## config.mk

```make
export PLATFORM = sky130hd
export DESIGN_NAME = kw_watchdog
export DESIGN_NICKNAME = d
export VERILOG_FILES = /design/src/rtl/kw_watchdog_pkg.sv /design/src/rtl/kw_prescaler.sv /design/src/rtl/kw_upcounter.sv /design/src/rtl/kw_rst_pulse.sv /design/src/rtl/kw_watchdog.sv
export SDC_FILE = /design/constraint.sdc
export NUM_CORES = 1
export LEC_CHECK = 0
export ABC_AREA = 1
export BUFFER_PORTS_ARGS = -buffer_cell sky130_fd_sc_hd__buf_2
export CORE_MARGIN = 2
export CORE_UTILIZATION = 45
export CTS_BUF_LIST = sky130_fd_sc_hd__clkbuf_4 sky130_fd_sc_hd__clkbuf_8
export CTS_CLUSTER_DIAMETER = 40
export DETAILED_ROUTE_END_ITERATION = 12
export PLACE_DENSITY = 0.73
export RECOVER_POWER = 25
export SLEW_MARGIN = 25
export SYNTH_ARGS = -nofsm -noshare
export SYNTH_HDL_FRONTEND = slang
export SYNTH_SLANG_ARGS = --single-unit
export TNS_END_PERCENT = 5
```

## constraint.sdc

```tcl
create_clock -name clk -period 2.92 [get_ports clk]
set_input_delay 0.292 -clock clk [delete_from_list [all_inputs] [get_ports clk]]
set_output_delay 0.292 -clock clk [all_outputs]
set_load 0.005 [all_outputs]
```

## src/rtl/kw_watchdog_pkg.sv

```systemverilog
package kw_watchdog_pkg;

   localparam int CNT_W = 8;
   localparam int DATA_W = 16;

   localparam logic [7:0] KEY_CTRL = 8'hA5;
   localparam logic [7:0] KEY_CNT = 8'h5A;
   localparam logic [7:0] KEY_RSTCFG = 8'h5A;
   localparam logic [15:0] CLEAR_WORD = 16'hA500;

   localparam int CTRL_WD_BIT = 6;
   localparam int CTRL_EN_BIT = 5;
   localparam int RST_EN_BIT = 6;
   localparam int RST_OVF_BIT = 7;

   typedef enum logic [1:0] {
      REG_CTRL = 2'd0,
      REG_CNT = 2'd1,
      REG_RST = 2'd2
   } reg_sel_e;

endpackage

```

## src/rtl/kw_prescaler.sv

```systemverilog
module kw_prescaler #(
   parameter int SEL_W = 3
) (
   input  logic             clk,
   input  logic             rst_n,
   input  logic             en_i,
   input  logic [SEL_W-1:0] sel_i,
   output logic             tick_o
);
   localparam int PW = (SEL_W == 3) ? 14 : 22;

   logic [PW-1:0] pcnt;
   logic [PW-1:0] mask;
   logic [4:0]    lg;

   generate
      if (SEL_W == 3) begin : g_sel3
         assign lg = (sel_i == 3'd7) ? 5'd14 : {1'b0, sel_i, 1'b0};
      end else begin : g_sel4
         assign lg = (sel_i == 4'hF) ? 5'd22 : {1'b0, sel_i};
      end
   endgenerate

   always_comb mask = ~({PW{1'b1}} << lg);

   always_ff @(posedge clk or negedge rst_n) begin
      if (!rst_n)     pcnt <= '0;
      else if (!en_i) pcnt <= '0;
      else            pcnt <= pcnt + 1'b1;
   end

   assign tick_o = en_i && ((pcnt & mask) == mask);

   AST_TICK_NEEDS_EN: assert property (@(posedge clk) disable iff (!rst_n)
      !en_i |=> (pcnt == '0));

endmodule

```

## src/rtl/kw_upcounter.sv

```systemverilog
module kw_upcounter #(
   parameter int W = 8
) (
   input  logic         clk,
   input  logic         rst_n,
   input  logic         load_i,
   input  logic [W-1:0] load_val_i,
   input  logic         tick_i,
   output logic [W-1:0] cnt_o,
   output logic         wrap_o
);
   localparam logic [W-1:0] TOP = {W{1'b1}};

   always_ff @(posedge clk or negedge rst_n) begin
      if (!rst_n)      cnt_o <= '0;
      else if (load_i) cnt_o <= load_val_i;
      else if (tick_i) cnt_o <= cnt_o + 1'b1;
   end

   assign wrap_o = tick_i && !load_i && (cnt_o == TOP);

   AST_COUNT_HOLD: assert property (@(posedge clk) disable iff (!rst_n)
      (!load_i && !tick_i) |=> $stable(cnt_o));
   AST_WRAP_ZERO: assert property (@(posedge clk) disable iff (!rst_n)
      wrap_o |=> (cnt_o == '0));

endmodule

```

## src/rtl/kw_rst_pulse.sv

```systemverilog
module kw_rst_pulse #(
   parameter int CYCLES = 8
) (
   input  logic clk,
   input  logic rst_n,
   input  logic fire_i,
   output logic pulse_o
);
   localparam int RCW = $clog2(CYCLES + 1);
   localparam logic [RCW-1:0] LOADV = RCW'(CYCLES);

   logic [RCW-1:0] rcnt;

   always_ff @(posedge clk or negedge rst_n) begin
      if (!rst_n)              rcnt <= '0;
      else if (fire_i)         rcnt <= LOADV;
      else if (rcnt != '0)     rcnt <= rcnt - 1'b1;
   end

   assign pulse_o = (rcnt != '0);

   AST_RST_FROM_FIRE: assert property (@(posedge clk) disable iff (!rst_n)
      $rose(pulse_o) |-> $past(fire_i));

endmodule

```

## src/rtl/kw_watchdog.sv

```systemverilog
module kw_watchdog
   import kw_watchdog_pkg::*;
#(
   parameter int SEL_W = 3,
   parameter int RST_CYCLES = 8
) (
   input  logic        clk,
   input  logic        rst_n,
   input  logic [1:0]  addr,
   input  logic        wr_en,
   input  logic        rd_en,
   input  logic [15:0] wdata,
   output logic [15:0] rdata,
   output logic        wdt_rst
);
   generate
      if (!(SEL_W == 3 || SEL_W == 4)) begin : g_bad_sel
         $error("kw_watchdog: SEL_W must be 3 or 4");
      end
      if (RST_CYCLES < 1) begin : g_bad_len
         $error("kw_watchdog: RST_CYCLES must be at least 1");
      end
   endgenerate

   localparam int PAD_W = 5 - SEL_W;

   logic             wd_mode, tmr_en, rst_ena, ovf, armed;
   logic [SEL_W-1:0] sel;
   logic [CNT_W-1:0] cnt;
   logic             tick, wrap;
   logic             wr_ctrl, wr_cnt, wr_rcfg, clr_cmd, rd_rst;
   logic             ovf_evt, fire;
   logic [7:0]       ctrl_rd;

   assign wr_ctrl = wr_en && (addr == REG_CTRL) && (wdata[15:8] == KEY_CTRL);
   assign wr_cnt  = wr_en && (addr == REG_CNT)  && (wdata[15:8] == KEY_CNT);
   assign wr_rcfg = wr_en && (addr == REG_RST)  && (wdata[15:8] == KEY_RSTCFG);
   assign clr_cmd = wr_en && (addr == REG_RST)  && (wdata == CLEAR_WORD);
   assign rd_rst  = rd_en && (addr == REG_RST);

   always_ff @(posedge clk or negedge rst_n) begin
      if (!rst_n) begin
         wd_mode <= 1'b0;
         tmr_en  <= 1'b0;
         sel     <= '0;
      end else if (wr_ctrl) begin
         wd_mode <= wdata[CTRL_WD_BIT];
         tmr_en  <= wdata[CTRL_EN_BIT];
         sel     <= wdata[SEL_W-1:0];
      end
   end

   always_ff @(posedge clk or negedge rst_n) begin
      if (!rst_n)       rst_ena <= 1'b0;
      else if (wr_rcfg) rst_ena <= wdata[RST_EN_BIT];
   end

   kw_prescaler #(.SEL_W(SEL_W)) u_presc (
      .clk    (clk),
      .rst_n  (rst_n),
      .en_i   (tmr_en),
      .sel_i  (sel),
      .tick_o (tick)
   );

   kw_upcounter #(.W(CNT_W)) u_cnt (
      .clk        (clk),
      .rst_n      (rst_n),
      .load_i     (wr_cnt),
      .load_val_i (wdata[CNT_W-1:0]),
      .tick_i     (tick),
      .cnt_o      (cnt),
      .wrap_o     (wrap)
   );

   assign ovf_evt = wrap && wd_mode;
   assign fire    = ovf_evt && rst_ena;

   always_ff @(posedge clk or negedge rst_n) begin
      if (!rst_n) begin
         ovf   <= 1'b0;
         armed <= 1'b0;
      end else begin
         if (ovf_evt)              ovf <= 1'b1;
         else if (clr_cmd && armed) ovf <= 1'b0;

         if (clr_cmd && armed)     armed <= 1'b0;
         else if (rd_rst && ovf)   armed <= 1'b1;
      end
   end

   kw_rst_pulse #(.CYCLES(RST_CYCLES)) u_pulse (
      .clk     (clk),
      .rst_n   (rst_n),
      .fire_i  (fire),
      .pulse_o (wdt_rst)
   );

   generate
      if (PAD_W > 0) begin : g_pad
         assign ctrl_rd = {1'b0, wd_mode, tmr_en, {PAD_W{1'b0}}, sel};
      end else begin : g_nopad
         assign ctrl_rd = {1'b0, wd_mode, tmr_en, sel};
      end
   endgenerate

   always_comb begin
      rdata = '0;
      if (rd_en) begin
         case (addr)
            REG_CTRL: rdata = {8'h00, ctrl_rd};
            REG_CNT:  rdata = {{(16-CNT_W){1'b0}}, cnt};
            REG_RST:  rdata = {8'h00, ovf, rst_ena, 6'b0};
            default:  rdata = '0;
         endcase
      end
   end

   AST_CTRL_KEY: assert property (@(posedge clk) disable iff (!rst_n)
      (wr_en && addr == REG_CTRL && wdata[15:8] != KEY_CTRL)
      |=> $stable({wd_mode, tmr_en, sel}));
   AST_CNT_KEY: assert property (@(posedge clk) disable iff (!rst_n)
      (wr_en && addr == REG_CNT && wdata[15:8] != KEY_CNT && !tmr_en)
      |=> $stable(cnt));
   AST_OVF_STICKY: assert property (@(posedge clk) disable iff (!rst_n)
      (ovf && !clr_cmd) |=> ovf);
   AST_CLR_NEEDS_ARM: assert property (@(posedge clk) disable iff (!rst_n)
      $fell(ovf) |-> $past(armed));
   AST_NO_RST_WHEN_OFF: assert property (@(posedge clk) disable iff (!rst_n)
      (wrap && !rst_ena && !wdt_rst) |=> !wdt_rst);

endmodule

```

==> qor.txt, run 1 <==
Outcome -> finished, violations left
Failing checks -> max-capacitance violations, max-slew violations
Mapped Area -> 0.002108 mm2
Io pins -> 39
Final Slew Violations -> 35
Worst-Margin Slew -> 1.778 ns
Reg clk slew, reported paths -> 0.06 ns
Layout Skew -> 0.005054 ns
Resized cells post-CTS -> 0
Commonest non-fill, non-tap cell in the layout -> nand2_1
Part of the Yosys area used for sequential elements -> 0.4036
# diodes -> 0
Setup repair bufs after CTS -> 0
Distinct cells, synth -> 31
Setup tns final -> 0 ns
WP data required -> 2.63 ns
Final min period -> 1.752 ns
Main synth FF type -> dfrtp_1
Clock sink count -> 34
Initial Utilization -> 0.4744
Via/cell ratio -> 5.032
Area Overhead vs Synth -> 12.52%
Pin count of the biggest net entering global routing -> 35
Post-synth ARST share -> 1.000
Buffer type at the clock tree root -> clkbuf_8
Core Area -> 0.004444 mm2
DRC violations left -> 0
Initial antenna violation count -> 0
Detailed Place HPWL -> 3508 um
Slew margin rel. -> -0.1852
Fin crit share -> 0.6001
Die Wd -> 72.45 um
Reg2Reg Depth -> 8
Non-Filler Instances -> 377
CP Max Fanout -> 5
Post-Route WL -> 4519 um
Die Span Y -> 72.45 um
Pwr dens -> 417.6 mW/mm2
Wire length of the first global-routing pass -> 7679 um
Leakage -> 1.198 nW
H-tree lvl count -> 2
Top routing layer in use -> met4
Fill count -> 420
Clk_lat worst skew -> 0.28 ns
Max cap viols -> 1
Rows -> 24
Max rail drop VDD -> 0.4755 mV
Routability cong. -> 0.8806
# nets final -> 350
Die area -> 0.005248 mm2
Vias in the first global route -> 1,774
Fraction of layout cells with a size suffix above 1 -> 0.1569
Final setup fails -> 0
Final hold vios -> 0
Cells on Worst Hold Path -> 3
Post-synth EDFFs -> 0
Final WS setup -> 1.168 ns
TritonCTS Buffers -> 5
GR Util All Layers -> 0.1845
Met3 Wirelength -> 206 um
Setup crit end kind -> primary output
Placement Setup Slack -> 1.354 ns
DRT iter0 DRCs -> 87
Met1 WL -> 2112 um
Average size of a mapped cell -> 7.245 um2
Met2 wire length -> 2114 um
CTS tree -> done
RSZ-0062 raised after global routing -> false
Routed Antenna Nets -> 0
DR WL/cell -> 11.99 um
Commonest cells after routing, fill and taps aside -> nand2_1, inv_1, dfrtp_1, nor2_1
DRT Pass-1 Iters -> 6
FF+latch count, synth -> 34
Critical path class -> reg2out
Cell count after placement -> 369
Max Buffers Root-to-Sink -> 2
Fmax achieved -> 0.5707 GHz
Worst EP arrival -> 1.46 ns
Cell count after synthesis -> 291
Detailed-route via count -> 1,897
Port bufs -> 30
Yosys warns -> 0
Global route total overflow -> 0
Cts hold-fix bufs -> 0
Type of origin of the critical path -> flip-flop
Hold Path Class -> in2reg
-- cell families (layout without fill, tap and decap cells) --
logic type                 after synthesis  after routing  synth area share
AOI/OAI and AO/OA                       43             43            0.1116
buffers and inverters                   51             78            0.1139
xor gates and xnor gates                 9              9           0.03739
DFF                                     34             34            0.4036
and+or+nand+nor                        149            149            0.3080
other                                    1              8          0.001779
adders and majority gates                4              4           0.02374
-- synth_stat cells, types with 2 or more instances --
cell	count	area, um2
inv_1	39	146.4
dfrtp_1	34	850.8
ha_1	4	50.05
o21ai_0	29	145.1
nor4_1	2	12.51
o21ai_2	2	17.52
nor2_2	5	31.28
nor2_1	30	112.6
nor3_1	7	35.03
nand2_1	72	270.3
nand3_1	24	120.1
buf_4	8	60.06
nand4_1	3	18.77
a21oi_1	7	35.03
xor2_1	9	78.83
-- worst max-delay path, cell delays in order (launching register included) --
cell and delay, ns:
dfrtp_1 0.39, inv_1 0.10, ha_1 0.15, nand2_1 0.05
nor2_1 0.26, inv_1 0.09, buf_2 0.14
-- path summary, 6_finish.rpt --
path / slack [ns] / end / from
worst max register to register: 1.37 / u_pulse.rcnt[1] / u_cnt.cnt_o[1]
worst min-delay path: 0.32 / sel[2] / wdata[2]
max in group asynchronous: 1.42 / u_cnt.cnt_o[5] / rst_n
worst min register to register: 0.46 / u_presc.pcnt[0] / u_presc.pcnt[0]
min in group asynchronous: 0.48 / u_presc.pcnt[5] / rst_n
worst max-delay path: 1.17 / wdt_rst / u_pulse.rcnt[0]
-- metrics by stage --
step | area (um2) | utilization | total power, mW | hold WS (ns)
2_1_floorplan | 2135 | - | 0.5374 | -0.003591
3_3_place_gp | 2260 | 0.5084 | 0.5652 | 0.4017
3_5_place_dp | 2260 | 0.5084 | 0.5670 | 0.4062
5_1_grt | 2372 | 0.5338 | 1.033 | 0.3270
4_1_cts | 2374 | 0.5341 | 1.005 | 0.09739
6_report | 2372 | 0.5338 | 0.9906 | 0.3234
-- routing by layer --
metal  GRT usage  vias to the layer above
li1            -                      978
met2      0.2895                       58
met3     0.02778                       10
met1      0.2573                      851
met4     0.07407                        0
met5           0                        -
-- registers in the layout, indices dropped and copies added (netlist names) --
| name | cells |
|---|---|
| armed | 1 |
| ovf | 1 |
| rst_ena | 1 |
| sel | 3 |
| tmr_en | 1 |
| u_cnt.cnt_o | 8 |
| u_presc.pcnt | 14 |
| u_pulse.rcnt | 4 |
| wd_mode | 1 |
-- power by group --
part	total [mW]	switching [mW]	internal (mW)	leakage [nW]
Sequential	0.484	0.00605	0.478	0.469
Combinational	0.0743	0.0485	0.0257	0.670
Clock	0.432	0.158	0.274	0.0593
Total	0.991	0.213	0.778	1.20
-- cell type report --
class                   count  area, um2  area share
repair buffers             30      148.9     0.06276
flip-flops and latches     34      850.8      0.3586
clock buffers               7      83.83     0.03534
well taps                  52      65.06     0.02743
clock inverters             1      30.03     0.01266
inverters                  40      150.1     0.06329
multi-input cells         213       1044      0.4399
(Power assumes the default switching activity.)
==> run 2: changes to the inputs <==
--- a/config.mk
+++ b/config.mk
@@ -12,7 +12,7 @@
 export CTS_BUF_LIST = sky130_fd_sc_hd__clkbuf_4 sky130_fd_sc_hd__clkbuf_8
 export CTS_CLUSTER_DIAMETER = 40
 export DETAILED_ROUTE_END_ITERATION = 12
-export PLACE_DENSITY = 0.73
+export PLACE_DENSITY = 0.75
 export RECOVER_POWER = 25
 export SLEW_MARGIN = 25
 export SYNTH_ARGS = -nofsm -noshare
==> constraint.sdc (replaced) <==
create_clock -name clk -period 1.5 [get_ports clk]
set_input_delay 0.15 -clock clk [delete_from_list [all_inputs] [get_ports clk]]
set_output_delay 0.15 -clock clk [all_outputs]
set_load 0.005 [all_outputs]
==> run 2 against run 1 <==
- the flow finishes with violations (negative setup slack)
- register-to-register slack lost 1.4 ns
- sequential share of layout area is 1.7 points lower
- clock skew is 0.00078 ns higher
- utilization up 2.6 points
- sequential power is 95% higher
- combinational power up 130%
==> qor.txt, run 2 (same netlist as run 1, synthesis figures left out) <==
Reg2reg start -> u_cnt.cnt_o[0]
Reg clk slew, reported paths -> 0.07 ns (about the same)
Cell Int Power -> 1.531 mW (+97%)
Hold path start -> wdata[1]
Die Wd -> 72.45 um (unchanged)
Worst EP arrival -> 1.72 ns (+0.26 ns)
Setup crit end kind -> flip-flop
Port bufs -> 30 (unchanged)
Buffer type at the clock tree root -> clkbuf_8
Placement Setup Slack -> 0.03547 ns (-1.319 ns)
DRT Pass-1 Iters -> 4 (-2)
Worst-Margin Slew -> 0.8233 ns (-0.9545 ns)
DRT iter0 DRCs -> 178 (+100%)
Final min period -> 1.515 ns
Wire length of the first global-routing pass -> 7845 um (+2.2%)
# nets final -> 360 (+2.9%)
Final hold vios -> 0 (unchanged)
Hold_ws -> 0.1794 ns (-0.1440 ns)
Sw Share -> 0.2211 (+0.006128)
Routability cong. -> 0.9262 (+5.2%)
Setup tns final -> -0.01526 ns (-0.01526 ns)
Top Registers -> u_presc.pcnt: 14 flops, u_cnt.cnt_o: 8 flops, u_pulse.rcnt: 4 flops
Final Slew Violations -> 0 (-100%)
Initial Utilization -> 0.4744 (unchanged)
Power after layout -> 1.965 mW (+98%)
H-tree lvl count -> 2 (unchanged)
Fmax achieved -> 0.6600 GHz
Leakage -> 1.254 nW (+4.6%)
Commonest non-fill, non-tap cell in the layout -> nand2_1
Slew margin rel. -> 0.4511 (+0.6363)
# diodes -> 0 (unchanged)
DRC violations left -> 0 (unchanged)
Detailed-route via count -> 1,976 (+4.2%)
Logic pwr share -> 0.085 (+0.010)
CTS tree -> done
Max reg flops -> 14 (unchanged)
Clock sink count -> 34 (unchanged)
GR Util All Layers -> 0.1892 (+0.004693)
DR WL/cell -> 12.24 um (+2.1%)
Via/cell ratio -> 5.106 (+1.5%)
Largest register by flop count -> u_presc.pcnt
Final setup fails -> 1 (+1)
Routed Antenna Nets -> 0 (unchanged)
Failing checks -> negative setup slack
Max Buffers Root-to-Sink -> 2 (unchanged)
Net switching power figure -> 434.5 uW (+100%)
Cell count after placement -> 376 (+1.9%)
Area Overhead vs Synth -> 18.10%
Outcome -> finished, violations left
Clk_lat worst skew -> 0.28 ns (about the same)
Pin count of the biggest net entering global routing -> 35 (unchanged)
Fraction of layout cells with a size suffix above 1 -> 0.2060 (+0.04905)
Seq pwr share -> 0.480 (-0.009)
Non-Filler Instances -> 387 (+2.7%)
Hold Path Class -> in2reg
Core Area -> 0.004444 mm2 (unchanged)
Vias in the first global route -> 1,803 (+1.6%)
Rows -> 24 (unchanged)
Fill count -> 424 (+0.95%)
Clock group share of total power -> 0.434 (-0.002)
Max cap viols -> 0 (-1)
CP Max Fanout -> 3 (-2)
Max rail drop VDD -> 0.4273 mV (-10%)
Die Span Y -> 72.45 um (unchanged)
Layout Skew -> 0.005832 ns (+0.0007787 ns)
TritonCTS Buffers -> 5 (unchanged)
Final WS setup -> -0.01526 ns (-1.183 ns)
Die area -> 0.005248 mm2 (unchanged)
Detailed Place HPWL -> 3483 um (-0.72%)
CP startpoint -> u_cnt.cnt_o[0]
Commonest cells after routing, fill and taps aside -> nand2_1, inv_1, dfrtp_1, buf_2, o21ai_0
Io pins -> 39 (unchanged)
Fin crit share -> 1.010
RSZ-0062 raised after global routing -> true
WP data required -> 1.71 ns (-0.92 ns)
Type of origin of the critical path -> flip-flop
Pwr dens -> 789.2 mW/mm2 (+89%)
Global route total overflow -> 0 (unchanged)
Initial antenna violation count -> 0 (unchanged)
Post-Route WL -> 4738 um (+4.8%)
Critical path class -> reg2reg
==> run 2: worst paths after layout <==
path	endpoint	slack [ns]	cells past startpoint
setup reg to reg	u_pulse.rcnt[3]	-0.02	8
min in group asynchronous	u_presc.pcnt[2]	0.57	3
hold reg to reg	u_presc.pcnt[0]	0.47	1
hold / removal	sel[1]	0.18	3
setup / recovery	u_pulse.rcnt[3]	-0.02	8
max in group asynchronous	u_presc.pcnt[13]	0.40	3
==> run 2: routing by layer <==
layer  track usage  up-vias  part of all wire
met5             0        -                 0
met4       0.07407        0            0.0097
met3       0.02639        5             0.062
met2        0.3078       56              0.49
met1        0.2565      916              0.43
li1              -      999                 -
==> run 2: per-stage QoR <==
stage / instance area [um2] / utilization
floorplan: 2135 / -
global placement: 2312 / 0.5203
detailed placement: 2312 / 0.5203
CTS: 2444 / 0.5498
global route: 2490 / 0.5602
finish: 2490 / 0.5602
==> run 2: worst max-delay path: stages (launching register included) <==
cell and delay (ns):
dfrtp_1 0.39, ha_2 0.20, nand2_2 0.08, nor2_4 0.14, nand3_2 0.09, nor2_1 0.09
nand4_1 0.16, buf_4 0.18, o21bai_1 0.12
==> run 2: power by group through the flow <==
stage                     registers, mW  logic (mW)  clock network, mW
after floorplan                   0.957      0.0893                  0
after global placement            0.958       0.147                  0
after detailed placement          0.960       0.147                  0
after CTS                         0.942       0.151              0.865
after global routing              0.944       0.191              0.900
final                             0.944       0.168              0.853
==> run 2: what timing repair did <==
action | CTS | global route
setup endpoints to repair | 4 | 12
pin swaps | 0 | 4
hold buffers | 1 | 0
endpoints found under the hold margin | 34 | 0
setup buffers | 0 | 2
resized for setup | 2 | 9
==> run 2: layout make-up <==
cell class / instances / area [um2] / share of cell area
Clock buffer: 7 / 83.83 / 0.03367
Clock inverter: 1 / 30.03 / 0.01206
Inverter: 40 / 150.1 / 0.06030
Multi-Input combinational cell: 213 / 1085 / 0.4357
Sequential cell: 34 / 850.8 / 0.3417
Tap cell: 52 / 65.06 / 0.02613
Timing Repair Buffer: 40 / 225.2 / 0.09045
==> run 3: changes to the inputs <==
--- a/config.mk
+++ b/config.mk
@@ -12,8 +12,10 @@
 export CTS_BUF_LIST = sky130_fd_sc_hd__clkbuf_4 sky130_fd_sc_hd__clkbuf_8
 export CTS_CLUSTER_DIAMETER = 40
 export DETAILED_ROUTE_END_ITERATION = 12
+export HOLD_SLACK_MARGIN = 0.05
 export PLACE_DENSITY = 0.75
 export RECOVER_POWER = 25
+export SKIP_LAST_GASP = 1
 export SLEW_MARGIN = 25
 export SYNTH_ARGS = -nofsm -noshare
 export SYNTH_HDL_FRONTEND = slang
==> run 3 against run 2 <==
- cell count did not move
- sequential share of layout area rose by 0.12 points
- maximum frequency shrank 0.44%
- critical endpoint unchanged
- first-iteration DRC count shrank 13%
- clock power about the same
- combinational power hardly changed
- the flow still finishes with violations (negative setup slack)
- routed wire length grew 0.11%
- critical path depth is the same
- register-to-register slack barely moved
- die area is the same
==> qor.txt, run 3 (same netlist as run 1, synthesis figures left out) <==
Wire length of the first global-routing pass -> 7845 um (unchanged)
H-tree lvl count -> 2 (unchanged)
Initial Utilization -> 0.4744 (unchanged)
Leakage -> 1.252 nW (-0.12%)
Placement Setup Slack -> 0.03547 ns (unchanged)
DRT Pass-1 Iters -> 4 (unchanged)
Fin area -> 0.002481 mm2 (-0.35%)
Final Slew Violations -> 0 (unchanged)
Die area -> 0.005248 mm2 (unchanged)
Largest register by flop count -> u_presc.pcnt
Slew margin rel. -> 0.4496 (-0.001564)
Clock sink count -> 34 (unchanged)
Io pins -> 39 (unchanged)
Core Area -> 0.004444 mm2 (unchanged)
Via/cell ratio -> 5.145 (+0.76%)
Detailed Place HPWL -> 3483 um (unchanged)
Fin util -> 0.5583 (-0.001971)
Max reg flops -> 14 (unchanged)
Die Span Y -> 72.45 um (unchanged)
Area Overhead vs Synth -> 17.69%
Worst-Margin Slew -> 0.8256 ns (+0.002346 ns)
Max Buffers Root-to-Sink -> 2 (unchanged)
Detailed-route via count -> 1,991 (+0.76%)
Cell count after placement -> 376 (unchanged)
Setup tns final -> -0.02194 ns (-0.006689 ns)
Clk_lat worst skew -> 0.28 ns (about the same)
Cells on Worst Hold Path -> 3 (unchanged)
Area of the multi-input gates -> 0.001076 mm2 (-0.81%)
Dpl cell area -> 0.002312 mm2 (unchanged)
WP data required -> 1.71 ns (about the same)
Hold Path Class -> in2reg
CP Max Fanout -> 3 (unchanged)
GR Util All Layers -> 0.1892 (unchanged)
Commonest cells after routing, fill and taps aside -> nand2_1, inv_1, dfrtp_1, buf_2, o21ai_0
Fill count -> 427 (+0.71%)
DRC violations left -> 0 (unchanged)
Final hold vios -> 0 (unchanged)
Failing checks -> negative setup slack
Port bufs -> 30 (unchanged)
Commonest non-fill, non-tap cell in the layout -> nand2_1
Post-Route WL -> 4743 um (+0.11%)
Outcome -> finished, violations left
RSZ-0062 raised after global routing -> true
Non-Filler Instances -> 387 (unchanged)
Fraction of layout cells with a size suffix above 1 -> 0.2060 (unchanged)
Global route total overflow -> 0 (unchanged)
Power after layout -> 1.963 mW (-0.12%)
Fin crit share -> 1.015 (+0.004459)
CTS tree -> done
Layout Skew -> 0.006079 ns (+0.0002461 ns)
Final WS setup -> -0.02194 ns (-0.006689 ns)
Buffer type at the clock tree root -> clkbuf_8
Pin count of the biggest net entering global routing -> 35 (unchanged)
Critical path class -> reg2reg
Fmax achieved -> 0.6571 GHz (-0.44%)
Hold_ws -> 0.1806 ns (+0.001217 ns)
Worst EP arrival -> 1.73 ns (about the same)
Register Area -> 850.8 um2 (unchanged)
Routed Antenna Nets -> 0 (unchanged)
Vias in the first global route -> 1,803 (unchanged)
Final min period -> 1.522 ns (+0.006689 ns)
Pwr dens -> 791.0 mW/mm2 (+0.23%)
Top Registers -> u_presc.pcnt: 14 flops, u_cnt.cnt_o: 8 flops, u_pulse.rcnt: 4 flops
TritonCTS Buffers -> 5 (unchanged)
Type of origin of the critical path -> flip-flop
Reg clk slew, reported paths -> 0.07 ns (about the same)
Rows -> 24 (unchanged)
Reg2Reg Depth -> 8 (unchanged)
DRT iter0 DRCs -> 154 (-13%)
# nets final -> 360 (unchanged)
Routability cong. -> 0.9262 (unchanged)
Max rail drop VDD -> 0.4280 mV (+0.16%)
Setup crit end kind -> flip-flop
Die Wd -> 72.45 um (unchanged)
# diodes -> 0 (unchanged)
DR WL/cell -> 12.26 um (+0.11%)
Final setup fails -> 1 (unchanged)
Max cap viols -> 0 (unchanged)
Initial antenna violation count -> 0 (unchanged)
run 3: cell counts in the layout (fill, tap and decap cells not counted):
No cell type changed its count.
run 3: critical path, cell delays in order, from the launching register on:
cell,delay (ns)
dfrtp_1,0.39
ha_2,0.20
nand2_2,0.08
nor2_4,0.14
nand3_2,0.09
nor2_1,0.10
nand4_1,0.16
buf_4,0.18
o21bai_1,0.12
run 3: cell type report:
cell class,instances,area share
Multi-Input combinational cell,213,0.4337
Tap cell,52,0.02622
Clock inverter,1,0.01210
Inverter,40,0.06051
Timing Repair Buffer,40,0.09077
Sequential cell,34,0.3429
Clock buffer,7,0.03379
run 3: worst paths after layout:
path                            startpoint               end  slack [ns]
max in group asynchronous            rst_n  u_presc.pcnt[13]        0.40
hold reg to reg            u_presc.pcnt[0]   u_presc.pcnt[0]        0.47
hold / removal                    wdata[1]            sel[1]        0.18
min in group asynchronous            rst_n   u_presc.pcnt[2]        0.57
setup / recovery            u_cnt.cnt_o[0]   u_pulse.rcnt[3]       -0.02
setup reg to reg            u_cnt.cnt_o[0]   u_pulse.rcnt[3]       -0.02
run 3: metal layers:
layer	up-vias	routed length (um)	GRT usage
li1	1001	-	-
met1	933	2153	0.2565
met2	48	2324	0.3078
met3	9	205	0.02639
met4	0	61	0.07407
met5	-	0	0
run 3: power by group:
group          internal [mW]  switching [mW]
combinational         0.0667           0.101
sequential             0.931          0.0136
clock                  0.533           0.318
run 3: timing repair:
item                                    in CTS  in global routing
buffers inserted                             0                  2
endpoints found under the setup margin       4                 12
cloned                                       0                  0
hold endpoints to repair                    34                  0
hold buffers                                 1                  0
gates resized for setup                      2                  8
pin swaps                                    0                  3
